$ cat config.mk
export PLATFORM = sky130hd
export DESIGN_NAME = mw_eeprom_dev
export DESIGN_NICKNAME = d
export VERILOG_FILES = /design/src/rtl/mw_pkg.sv /design/src/rtl/mw_in_sync.sv /design/src/rtl/mw_prog_timer.sv /design/src/rtl/mw_eeprom_dev.sv
export SDC_FILE = /design/constraint.sdc
export NUM_CORES = 2
export LEC_CHECK = 0
export ABC_CLOCK_PERIOD_IN_PS = 5060
export BUFFER_PORTS_ARGS = -buffer_cell sky130_fd_sc_hd__buf_2
export CAP_MARGIN = 20
export CORE_ASPECT_RATIO = 1.1
export CORE_MARGIN = 3
export CORE_UTILIZATION = 62
export DETAILED_ROUTE_END_ITERATION = 7
export PLACE_DENSITY = 0.78
export SLEW_MARGIN = 20
export SYNTH_ARGS = -nofsm -noshare
export SYNTH_HDL_FRONTEND = slang
export SYNTH_SLANG_ARGS = --single-unit
$ cat constraint.sdc
create_clock -name clk -period 5.06 [get_ports clk]
set_input_delay 0.506 -clock clk [delete_from_list [all_inputs] [get_ports clk]]
set_output_delay 0.506 -clock clk [all_outputs]
set_load 0.05 [all_outputs]
$ cat src/rtl/mw_pkg.sv
package mw_pkg;

  localparam int WORD_W    = 16;
  localparam int BYTE_W    = 8;
  localparam int WORD_CNT  = 64;
  localparam int WADDR_W   = $clog2(WORD_CNT);
  localparam int BADDR_W   = WADDR_W + 1;
  localparam int SHIFT_W   = 2 + WADDR_W + WORD_W;
  localparam int CNT_W     = $clog2(SHIFT_W + 1);

  typedef enum logic [2:0] {
    C_NONE, C_READ, C_WRITE, C_ERASE, C_WEN, C_WDS, C_ERAL, C_WRAL
  } cmd_e;

  typedef enum logic [2:0] {
    S_IDLE, S_SHIFT, S_DONE, S_READ, S_BAD
  } sh_st_e;

  function automatic logic [CNT_W-1:0] f_addr_w(input logic org16);
    return org16 ? CNT_W'(WADDR_W) : CNT_W'(BADDR_W);
  endfunction

  function automatic logic [CNT_W-1:0] f_data_w(input logic org16);
    return org16 ? CNT_W'(WORD_W) : CNT_W'(BYTE_W);
  endfunction

  function automatic logic [BADDR_W-1:0] f_addr_mask(input logic org16);
    return org16 ? BADDR_W'((1 << WADDR_W) - 1) : BADDR_W'((1 << BADDR_W) - 1);
  endfunction

  function automatic logic [WORD_W-1:0] f_data_mask(input logic org16);
    return org16 ? WORD_W'((1 << WORD_W) - 1) : WORD_W'((1 << BYTE_W) - 1);
  endfunction

  // opcode plus the two top address bits give the operation
  function automatic cmd_e f_decode(input logic [1:0] op, input logic [1:0] sub);
    case (op)
      2'b10:   return C_READ;
      2'b01:   return C_WRITE;
      2'b11:   return C_ERASE;
      default: begin
        case (sub)
          2'b11:   return C_WEN;
          2'b00:   return C_WDS;
          2'b10:   return C_ERAL;
          default: return C_WRAL;
        endcase
      end
    endcase
  endfunction

  function automatic logic f_has_data(input cmd_e c);
    return (c == C_WRITE) || (c == C_WRAL);
  endfunction

  function automatic logic f_is_prog(input cmd_e c);
    return (c == C_WRITE) || (c == C_WRAL) || (c == C_ERASE) || (c == C_ERAL);
  endfunction

  function automatic logic [BADDR_W-1:0] f_next_addr(input logic [BADDR_W-1:0] a,
                                                     input logic org16);
    return (a + 1'b1) & f_addr_mask(org16);
  endfunction

endpackage

$ cat src/rtl/mw_in_sync.sv
module mw_in_sync #(
  parameter int W      = 4,
  parameter int STAGES = 2
) (
  input  logic         clk,
  input  logic         rst_n,
  input  logic [W-1:0] d_in,
  output logic [W-1:0] d_out
);
  localparam int PIPE_W = W * STAGES;

  logic [PIPE_W-1:0] pipe_q;

  always_ff @(posedge clk or negedge rst_n) begin
    if (!rst_n) pipe_q <= '0;
    else        pipe_q <= {pipe_q[PIPE_W-W-1:0], d_in};
  end

  assign d_out = pipe_q[PIPE_W-1 -: W];

  initial begin
    a_stages_r10: assert (STAGES >= 2) else $error("synchroniser needs two stages");
  end
endmodule

$ cat src/rtl/mw_prog_timer.sv
module mw_prog_timer #(
  parameter int CYCLES = 250000
) (
  input  logic clk,
  input  logic rst_n,
  input  logic start,
  output logic busy,
  output logic done
);
  localparam int TW = $clog2(CYCLES + 1);

  logic [TW-1:0] left_q;

  always_ff @(posedge clk or negedge rst_n) begin
    if (!rst_n)           left_q <= '0;
    else if (start)       left_q <= TW'(CYCLES);
    else if (left_q != 0) left_q <= left_q - 1'b1;
  end

  assign busy = (left_q != '0);
  assign done = (left_q == TW'(1));

  p_start_idle_r11: assert property (@(posedge clk) disable iff (!rst_n)
    start |-> !busy);
  p_done_ends_r8: assert property (@(posedge clk) disable iff (!rst_n)
    done |=> !busy);
endmodule

$ cat src/rtl/mw_eeprom_dev.sv
module mw_eeprom_dev
  import mw_pkg::*;
#(
  parameter int PROG_CYCLES = 250000,
  parameter int SYNC_STAGES = 2
) (
  input  logic clk,
  input  logic rst_n,
  input  logic cs,
  input  logic sk,
  input  logic din,
  input  logic org,
  output logic dout,
  output logic dout_oe
);
  // ---------------- pin sampling and edges ----------------
  logic [3:0] pins_s;
  logic cs_s, sk_s, din_s, org_s, cs_q, sk_q;
  logic cs_rise, cs_fall, sk_rise, sk_evt;

  mw_in_sync #(.W(4), .STAGES(SYNC_STAGES)) u_sync (
    .clk  (clk),
    .rst_n(rst_n),
    .d_in ({org, din, sk, cs}),
    .d_out(pins_s)
  );

  assign cs_s  = pins_s[0];
  assign sk_s  = pins_s[1];
  assign din_s = pins_s[2];
  assign org_s = pins_s[3];

  always_ff @(posedge clk or negedge rst_n) begin
    if (!rst_n) begin
      cs_q <= 1'b0;
      sk_q <= 1'b0;
    end else begin
      cs_q <= cs_s;
      sk_q <= sk_s;
    end
  end

  assign cs_rise = cs_s & ~cs_q;
  assign cs_fall = ~cs_s & cs_q;
  assign sk_rise = sk_s & ~sk_q;
  assign sk_evt  = sk_rise & cs_s;

  // ---------------- storage ----------------
  logic [WORD_W-1:0] mem [WORD_CNT];

  // aligned read word: a byte sits in bits 15:8 so the shifter always takes bit 15
  function automatic logic [WORD_W-1:0] word_at(input logic [BADDR_W-1:0] a,
                                                input logic org16);
    logic [WORD_W-1:0] w;
    if (org16) begin
      w = mem[a[WADDR_W-1:0]];
    end else begin
      w = mem[a[BADDR_W-1:1]];
      w = a[0] ? {w[BYTE_W-1:0], {BYTE_W{1'b0}}} : {w[WORD_W-1:BYTE_W], {BYTE_W{1'b0}}};
    end
    return w;
  endfunction

  // ---------------- instruction shifter ----------------
  sh_st_e               st;
  logic [CNT_W-1:0]     bitcnt;
  logic [SHIFT_W-2:0]   sh;
  logic [SHIFT_W-1:0]   nxt;
  cmd_e                 cmd_q, hdr_cmd;
  logic [BADDR_W-1:0]   addr_q, rd_addr, addr_w, rd_next;
  logic [WORD_W-1:0]    data_q, data_full, out_sr;
  logic [CNT_W-1:0]     out_left, aw, dw, hdr_len, full_len, bc1;
  logic [1:0]           op_w, sub_w;
  logic                 dout_q, wel, stat_mode;
  logic                 busy, prog_done, prog_start, commit, prog_org;

  assign nxt       = {sh, din_s};
  assign aw        = f_addr_w(org_s);
  assign dw        = f_data_w(org_s);
  assign hdr_len   = CNT_W'(2) + aw;
  assign full_len  = hdr_len + dw;
  assign bc1       = bitcnt + 1'b1;
  assign op_w      = 2'(nxt >> aw);
  assign sub_w     = 2'(nxt >> (aw - CNT_W'(2)));
  assign addr_w    = BADDR_W'(nxt) & f_addr_mask(org_s);
  assign data_full = WORD_W'(nxt) & f_data_mask(org_s);
  assign hdr_cmd   = f_decode(op_w, sub_w);
  assign rd_next   = f_next_addr(rd_addr, org_s);

  always_ff @(posedge clk or negedge rst_n) begin
    if (!rst_n) begin
      st        <= S_IDLE;
      bitcnt    <= '0;
      sh        <= '0;
      cmd_q     <= C_NONE;
      addr_q    <= '0;
      data_q    <= '0;
      rd_addr   <= '0;
      out_sr    <= '0;
      out_left  <= '0;
      dout_q    <= 1'b0;
      stat_mode <= 1'b0;
    end else if (!cs_s) begin
      st        <= S_IDLE;
      stat_mode <= 1'b0;
    end else begin
      if (cs_rise && busy) stat_mode <= 1'b1;
      if (sk_evt) begin
        case (st)
          S_IDLE: begin
            if (!busy && din_s) begin
              st        <= S_SHIFT;
              bitcnt    <= '0;
              sh        <= '0;
              stat_mode <= 1'b0;
            end
          end
          S_SHIFT: begin
            sh     <= nxt[SHIFT_W-2:0];
            bitcnt <= bc1;
            if (bc1 == hdr_len) begin
              cmd_q  <= hdr_cmd;
              addr_q <= addr_w;
              if (hdr_cmd == C_READ) begin
                st       <= S_READ;
                dout_q   <= 1'b0;
                rd_addr  <= addr_w;
                out_sr   <= word_at(addr_w, org_s);
                out_left <= dw;
              end else if (!f_has_data(hdr_cmd)) begin
                st <= S_DONE;
              end
            end else if (bc1 == full_len) begin
              data_q <= data_full;
              st     <= S_DONE;
            end
          end
          S_DONE: st <= S_BAD;
          S_READ: begin
            dout_q <= out_sr[WORD_W-1];
            if (out_left == CNT_W'(1)) begin
              rd_addr  <= rd_next;
              out_sr   <= word_at(rd_next, org_s);
              out_left <= dw;
            end else begin
              out_sr   <= out_sr << 1;
              out_left <= out_left - 1'b1;
            end
          end
          default: ;
        endcase
      end
    end
  end

  // ---------------- enable latch and programming ----------------
  assign commit     = cs_fall && (st == S_DONE) && !busy;
  assign prog_start = commit && wel && f_is_prog(cmd_q);

  always_ff @(posedge clk or negedge rst_n) begin
    if (!rst_n) begin
      wel      <= 1'b0;
      prog_org <= 1'b1;
    end else begin
      if (commit && cmd_q == C_WEN) wel <= 1'b1;
      if (commit && cmd_q == C_WDS) wel <= 1'b0;
      if (prog_start)               prog_org <= org_s;
    end
  end

  mw_prog_timer #(.CYCLES(PROG_CYCLES)) u_timer (
    .clk  (clk),
    .rst_n(rst_n),
    .start(prog_start),
    .busy (busy),
    .done (prog_done)
  );

  always_ff @(posedge clk) begin
    if (prog_done) begin
      case (cmd_q)
        C_ERAL: for (int i = 0; i < WORD_CNT; i++) mem[i] <= '1;
        C_WRAL: for (int i = 0; i < WORD_CNT; i++)
                  mem[i] <= prog_org ? data_q : {data_q[BYTE_W-1:0], data_q[BYTE_W-1:0]};
        C_WRITE: begin
          if (prog_org)      mem[addr_q[WADDR_W-1:0]] <= data_q;
          else if (addr_q[0]) mem[addr_q[BADDR_W-1:1]][BYTE_W-1:0] <= data_q[BYTE_W-1:0];
          else               mem[addr_q[BADDR_W-1:1]][WORD_W-1:BYTE_W] <= data_q[BYTE_W-1:0];
        end
        C_ERASE: begin
          if (prog_org)      mem[addr_q[WADDR_W-1:0]] <= '1;
          else if (addr_q[0]) mem[addr_q[BADDR_W-1:1]][BYTE_W-1:0] <= '1;
          else               mem[addr_q[BADDR_W-1:1]][WORD_W-1:BYTE_W] <= '1;
        end
        default: ;
      endcase
    end
  end

  // ---------------- output ----------------
  assign dout_oe = cs_s & (stat_mode | (st == S_READ));
  assign dout    = dout_oe & (stat_mode ? ~busy : dout_q);

  // ---------------- assertions ----------------
  p_busy_locks_shifter_r11: assert property (@(posedge clk) disable iff (!rst_n)
    busy |-> (st == S_IDLE));
  p_cs_drop_clears_r12: assert property (@(posedge clk) disable iff (!rst_n)
    $fell(cs_s) |=> (st == S_IDLE) && !stat_mode);
  p_read_dummy_r5: assert property (@(posedge clk) disable iff (!rst_n)
    (st == S_READ) && ($past(st) != S_READ) |-> !dout_q);
  p_prog_needs_wel_r7: assert property (@(posedge clk) disable iff (!rst_n)
    $rose(busy) |-> $past(wel));
  p_exact_len_r4: assert property (@(posedge clk) disable iff (!rst_n)
    (st == S_DONE) && ($past(st) == S_SHIFT) |->
      (bitcnt == (f_has_data(cmd_q) ? full_len : hdr_len)));
endmodule

# Word level (Yosys, flattened, before mapping)

Memory sizes are Yosys's and may differ from the RTL's.
Index checks and enable logic that the tools add are counted.

Flip-flop bits (word level): 117
Bits in latches: 0
Bits in writable memories: 1024
ROM bits: 0
Output and inout port bits: 2
Memories: 1

Add/sub/neg operators: 7
Multiply operators: 0
Div/mod/pow operators: 0
Order comparisons: 0
Equal/unequal tests: 30
Shift operators: 2
Mux-type cells: 150
Bitwise gates (word level): 82
Reductions and logical operators: 28

Memory list:

| name | depth | bits a word | read ports | clocked after Yosys merged registers in | write ports | line                | source |
|---|---|---|---|---|---|---|---|
| mem  | 64    | 16          | 4          | 0                                       | 64          | mw_eeprom_dev.sv:49 | `logic [WORD_W-1:0] mem [WORD_CNT];` |

Operator list:

| operator                | number |
|---|---|
| $mux W16                | 76 |
| $or A1 B1 Y1            | 68 |
| $pmux W23 S2            | 1 |
| $mux W1                 | 41 |
| $mux W18                | 2 |
| $pmux W16 S2            | 1 |
| $reduce_or A16 Y1       | 2 |
| $mux W7                 | 4 |
| $mux W5                 | 5 |
| $shr A24 B3 Y2          | 1 |
| $shr A24 B5 Y2          | 1 |
| $mux W23                | 1 |
| $mux W3                 | 7 |
| $pmux W5 S2             | 2 |
| $eq A18 B1 Y1 const B   | 1 |
| $pmux W3 S3             | 2 |
| $reduce_bool A18 Y1     | 1 |
| $sub A18 B1 Y18 const B | 1 |
| $and A16 B16 Y16        | 1 |
| $mux W8                 | 2 |
| $eq A3 B2 Y1 const B    | 5 |
| $eq A3 B3 Y1 const B    | 5 |
| $reduce_and A5 Y1       | 3 |
| $and A7 B7 Y7           | 2 |
| other kinds (31)        | 64 |

# Logic depth before layout (Yosys ltp)

Depth after elaboration: 14
Mapped depth: 14

# Hierarchy

A second synthesis with hierarchy kept.

Cell total of the unflattened synthesis: 6102
Area total of the unflattened synthesis: 79703.9 um^2

By module, submodules not included:

| module        | times used | cells each | area an instance (um^2) |
|---|---|---|---|
| mw_eeprom_dev | 1          | 5971       | 78411.5 |
| mw_prog_timer | 1          | 119        | 1062.3 |
| mw_in_sync    | 1          | 12         | 230.2 |

# Worst setup path after synthesis

No wires, ideal clock.

Kind: register to register
From: reg u_timer.left_q[11]
To: mem mem[56][10], enable pin
Arrival time: 3.404 ns
Data required time: 4.676 ns
Path slack: 1.272 ns
Cell stages (with the launch flop): 12
Path buffers: 4
Cells stage by stage: dfrtp_1 > or4_4 > nor4_4 > and4b_1 > buf_4 > nand3_2 > and2_1 > buf_6 > or3_1 > buf_2 > buf_6 > o21ai_0

RTL lines:

| what                     | line                | source |
|---|---|---|
| start: declaration       | mw_prog_timer.sv:12 | `logic [TW-1:0] left_q;` |
| start signal: assignment | mw_prog_timer.sv:16 | `else if (start) left_q <= TW'(CYCLES);` |
| start signal: assignment | mw_prog_timer.sv:17 | `else if (left_q != 0) left_q <= left_q - 1'b1;` |
| end: declaration         | mw_eeprom_dev.sv:49 |  |

==> impl_metrics.py <==
metrics = {
    "sta": {
        "finalSetupTns_ns": 0,
        "final.min_clock_period_ns": 4.769,
        "period_share_pct": 94.25,
        "slew_violations": 0,
        "setup_violations": 0,
        "grt_setup_unrepaired": "false",
        "hold_slack_ns": 0.3334,
        "fin_skew_ns": 0.04831,
        "tightest_slew_ns": 1.243,
        "relSlewSlack_pct": 15.01,
        "fmax_ghz": 0.2097,
        "hold_viol": 0,
    },
    "cts": {
        "cts_tree": "done",
        "clk_pin_slew_ns": 0.07,
        "ctsHtreeMaxLevel": 3,
        "insertion_delay_ns": 0.78,
        "clk_path_buf_depth": 3,
        "cts_resized": 0,
        "cts-root-buf": "clkbuf_16",
        "cts_buffers": 115,
        "cts.sinks": 1133,
    },
    "global_routing": {
        "grt_pass1_vias": 59910,
        "antenna_found_initial": 36,
        "grt-ovfl-total": 0,
        "grt_pass1_wl_um": 466500,
        "grt_max_degree": 111,
        "track_usage_pct": 50.54,
    },
    "logic_synthesis": {
        "synth-async-reset-ratio_pct": 9.620,
        "ys_seq_area_share_pct": 42.42,
        "synth_edf_count": 1024,
        "synth.avg_cell_area_sq_um": 13.44,
        "ys_types": 90,
        "syn_inst": 5873,
        "synth_seq_cells": 1133,
        "synth.cell_area_sq_um": 78910,
        "yosys_warnings": 0,
        "synth_nets": 5886,
        "ys.flop_type": "edfxtp_1",
    },
    "floorplan": {
        "die_x_um": 346.2,
        "start_util_pct": 62.75,
        "pin_count": 8,
        "rows": 136,
        "core_sq_um": 125800,
        "die_h_um": 380.2,
        "die_area_sq_um": 131600,
    },
    "worst_setup_path": {
        "r2r-start": "u_timer.left_q[11]$_DFFE_PN0P_",
        "r2r_end": "mem[33][12]$_DFFE_PP_",
        "crit_path_top_delay_cell": "nor4_2",
        "cp-end-kind": "flop",
        "critPathBufInv": 0,
        "reg2reg_depth": 7,
        "r2r_slack_ns": 0.29,
        "crit_path_max_incr_delay_ns": 0.97,
        "critPathKind": "reg -> reg",
        "path_max_fanout": 16,
        "cp_cell_sequence": "or4_4, nor4_4, and4b_1, nand2_2, o32a_2, nor4_2, or2_2",
        "crit_family": "simple AND/OR/NAND/NOR gates",
        "cp-start-kind": "flop",
        "cp.arrival_ns": 5.22,
        "cp.required_ns": 5.51,
    },
    "drt": {
        "wl_per_cell_um": 44.18,
        "vias": 64540,
        "drt-total-wl_um": 333200,
        "firstDrtPassIters": 7,
        "drt_iter0_markers": 14230,
        "route.detailed.drc": 0,
        "via_per_inst": 8.556,
        "ant_nets": 0,
    },
    "layout": {
        "area_growth_pct": 9.578,
        "final_util_pct": 68.76,
        "nets": 5774,
        "drive_above_1_share_pct": 33.36,
        "nFillCells": 8542,
        "instances_no_fill": 7543,
    },
    "power_and_ir_drop": {
        "power_leakage_nw": 28.44,
        "ir_drop_v": 0.0003396,
        "p_per_area_nw_per_um2": 277.3,
        "total_power_mw": 23.98,
    },
    "place": {
        "io_buffers": 7,
        "placed_cells_incl_taps": 7295,
        "gp_congestion": 1.074,
        "hpwl_um": 234800,
    },
    "job": {
        "cap_violations": 0,
    },
    "outcome": {
        "status": "finished, final reports clean",
    },
    "worst_hold_path": {
        "hold_path_class": "in -> async",
    },
}
[synth_stat cells (12+ instances only)]
master	n	area share (%)
or3_1	21	0.17
nor3_1	89	0.56
edfxtp_1	1024	39
a31oi_1	18	0.14
buf_2	161	1.0
clkbuf_1	416	2.0
a211oi_1	12	0.11
a22o_1	16	0.18
nor2_1	602	2.9
o221ai_1	16	0.18
inv_1	12	0.057
mux4_2	1152	33
nand2_1	263	1.3
o22ai_1	69	0.55
a21oi_1	842	5.3
mux2i_1	291	3.7
a22oi_1	21	0.20
buf_1	77	0.37
xor2_1	13	0.14
nand4_1	12	0.095
or2_2	16	0.13
nand3_1	49	0.31
o2111ai_1	13	0.14
a2111oi_0	17	0.19
nand2b_1	12	0.095
mux2_2	32	0.46
dfrtp_1	108	3.4
nor4_1	17	0.13
nor2_2	18	0.14
o211ai_1	19	0.18
nor2b_1	22	0.17
o21ai_0	203	1.3
[power breakdown]
| group | total [mW] | switching [mW] | leakage [nW] | internal (mW) |
|---|---|---|---|---|
| logic | 4.70 | 2.61 | 14.5 | 2.09 |
| registers | 10.2 | 0.0761 | 12.1 | 10.1 |
| clock network | 9.12 | 4.10 | 1.89 | 5.02 |
[per-layer routing]
metal | GRT usage (%) | share of wire, %
met1 | 66.45 | 32
met2 | 68.25 | 41
met3 | 26.71 | 20
met4 | 26.25 | 7.0
met5 | 0.4738 | 0.12
[cell families after synthesis]
family,count (synthesis),synth area share (%)
DFF,1133,42.42
and+or+nand+nor,1204,6.908
buffers and inverters,674,3.499
AOI/OAI and AO/OA,1356,9.765
muxes,1475,37.03
adders and majority gates,7,0.1110
xor gates and xnor gates,24,0.2664
[flip-flops by register name, indices dropped and copies added (netlist names)]
signal / count
sh: 15
cs_q: 1
wel: 1
sk_q: 1
stat_mode: 1
u_timer.left_q: 18
bitcnt: 5
addr_q: 7
dout_q: 1
cmd_q: 3
data_q: 16
rd_addr: 7
st: 3
out_sr: 16
mem: 1024
u_sync.pipe_q: 8
out_left: 5
prog_org: 1
[how the worst max path moves through the flow]
stage | from | endpoint | depth (start not counted)
3_3_place_gp | u_timer.left_q[11]$_DFFE_PN0P_ | mem[33][13]$_DFFE_PP_ | 7
5_1_grt | u_timer.left_q[10]$_DFFE_PN0P_ | mem[33][13]$_DFFE_PP_ | 7
4_1_cts | u_timer.left_q[11]$_DFFE_PN0P_ | mem[33][13]$_DFFE_PP_ | 7
6_report | u_timer.left_q[11]$_DFFE_PN0P_ | mem[33][12]$_DFFE_PP_ | 7
3_5_place_dp | u_timer.left_q[10]$_DFFE_PN0P_ | mem[33][13]$_DFFE_PP_ | 7
2_1_floorplan | u_timer.left_q[11]$_DFFE_PN0P_ | mem[56][10]$_DFFE_PP_ | 11
[stage by stage]
stage | setup slack [ns] | instance area (sq um)
global placement | 0.5075 | 82420
finish | 0.2911 | 86470
global route | 0.1804 | 86410
detailed placement | 0.4105 | 82440
floorplan | 1.272 | 78910
CTS | 0.4172 | 86410
[cells in the final DEF (no fill, tap or decap), types with 26 or more instances in the layout]
master and count:
mux4_2 1152, edfxtp_1 1024, a21oi_1 842, nor2_1 568, buf_4 369, mux2i_1 291
nand2_1 262, o21ai_0 201, clkbuf_16 116, dfrtp_1 101, nor3_1 86, o22ai_1 69
nand3_1 49, buf_12 49, nor2_2 39, mux2_2 32, clkinv_2 26
[final cells by class]
cell class,count,area [sq um],share of cell area [%]
sequential,1133,33500,38.74
antenna,24,60.06,0.06945
multi-input combinational,4066,43030,49.76
tap,1656,2072,2.396
clock buffer,128,2958,3.421
timing repair buffer,430,3836,4.436
inverter,15,56.30,0.06511
clock inverter,91,959.7,1.110
[what timing repair did]
| action | 4_1_cts | 5_1_grt |
|---|---|---|
| buffers inserted | 0 | 0 |
| endpoints found under the hold margin | 58 | 0 |
| setup endpoints to repair | 0 | 0 |
| hold buffers | 5 | 0 |
[worst register-to-register path: cells and delay by family (launching register included)]
family / cells / cell delay, ns
AND/OR/NAND/NOR: 6 / 3.34
AO/OA/AOI/OAI: 1 / 0.73
flip-flops: 1 / 0.40
Power figures use the tool's default switching activity.
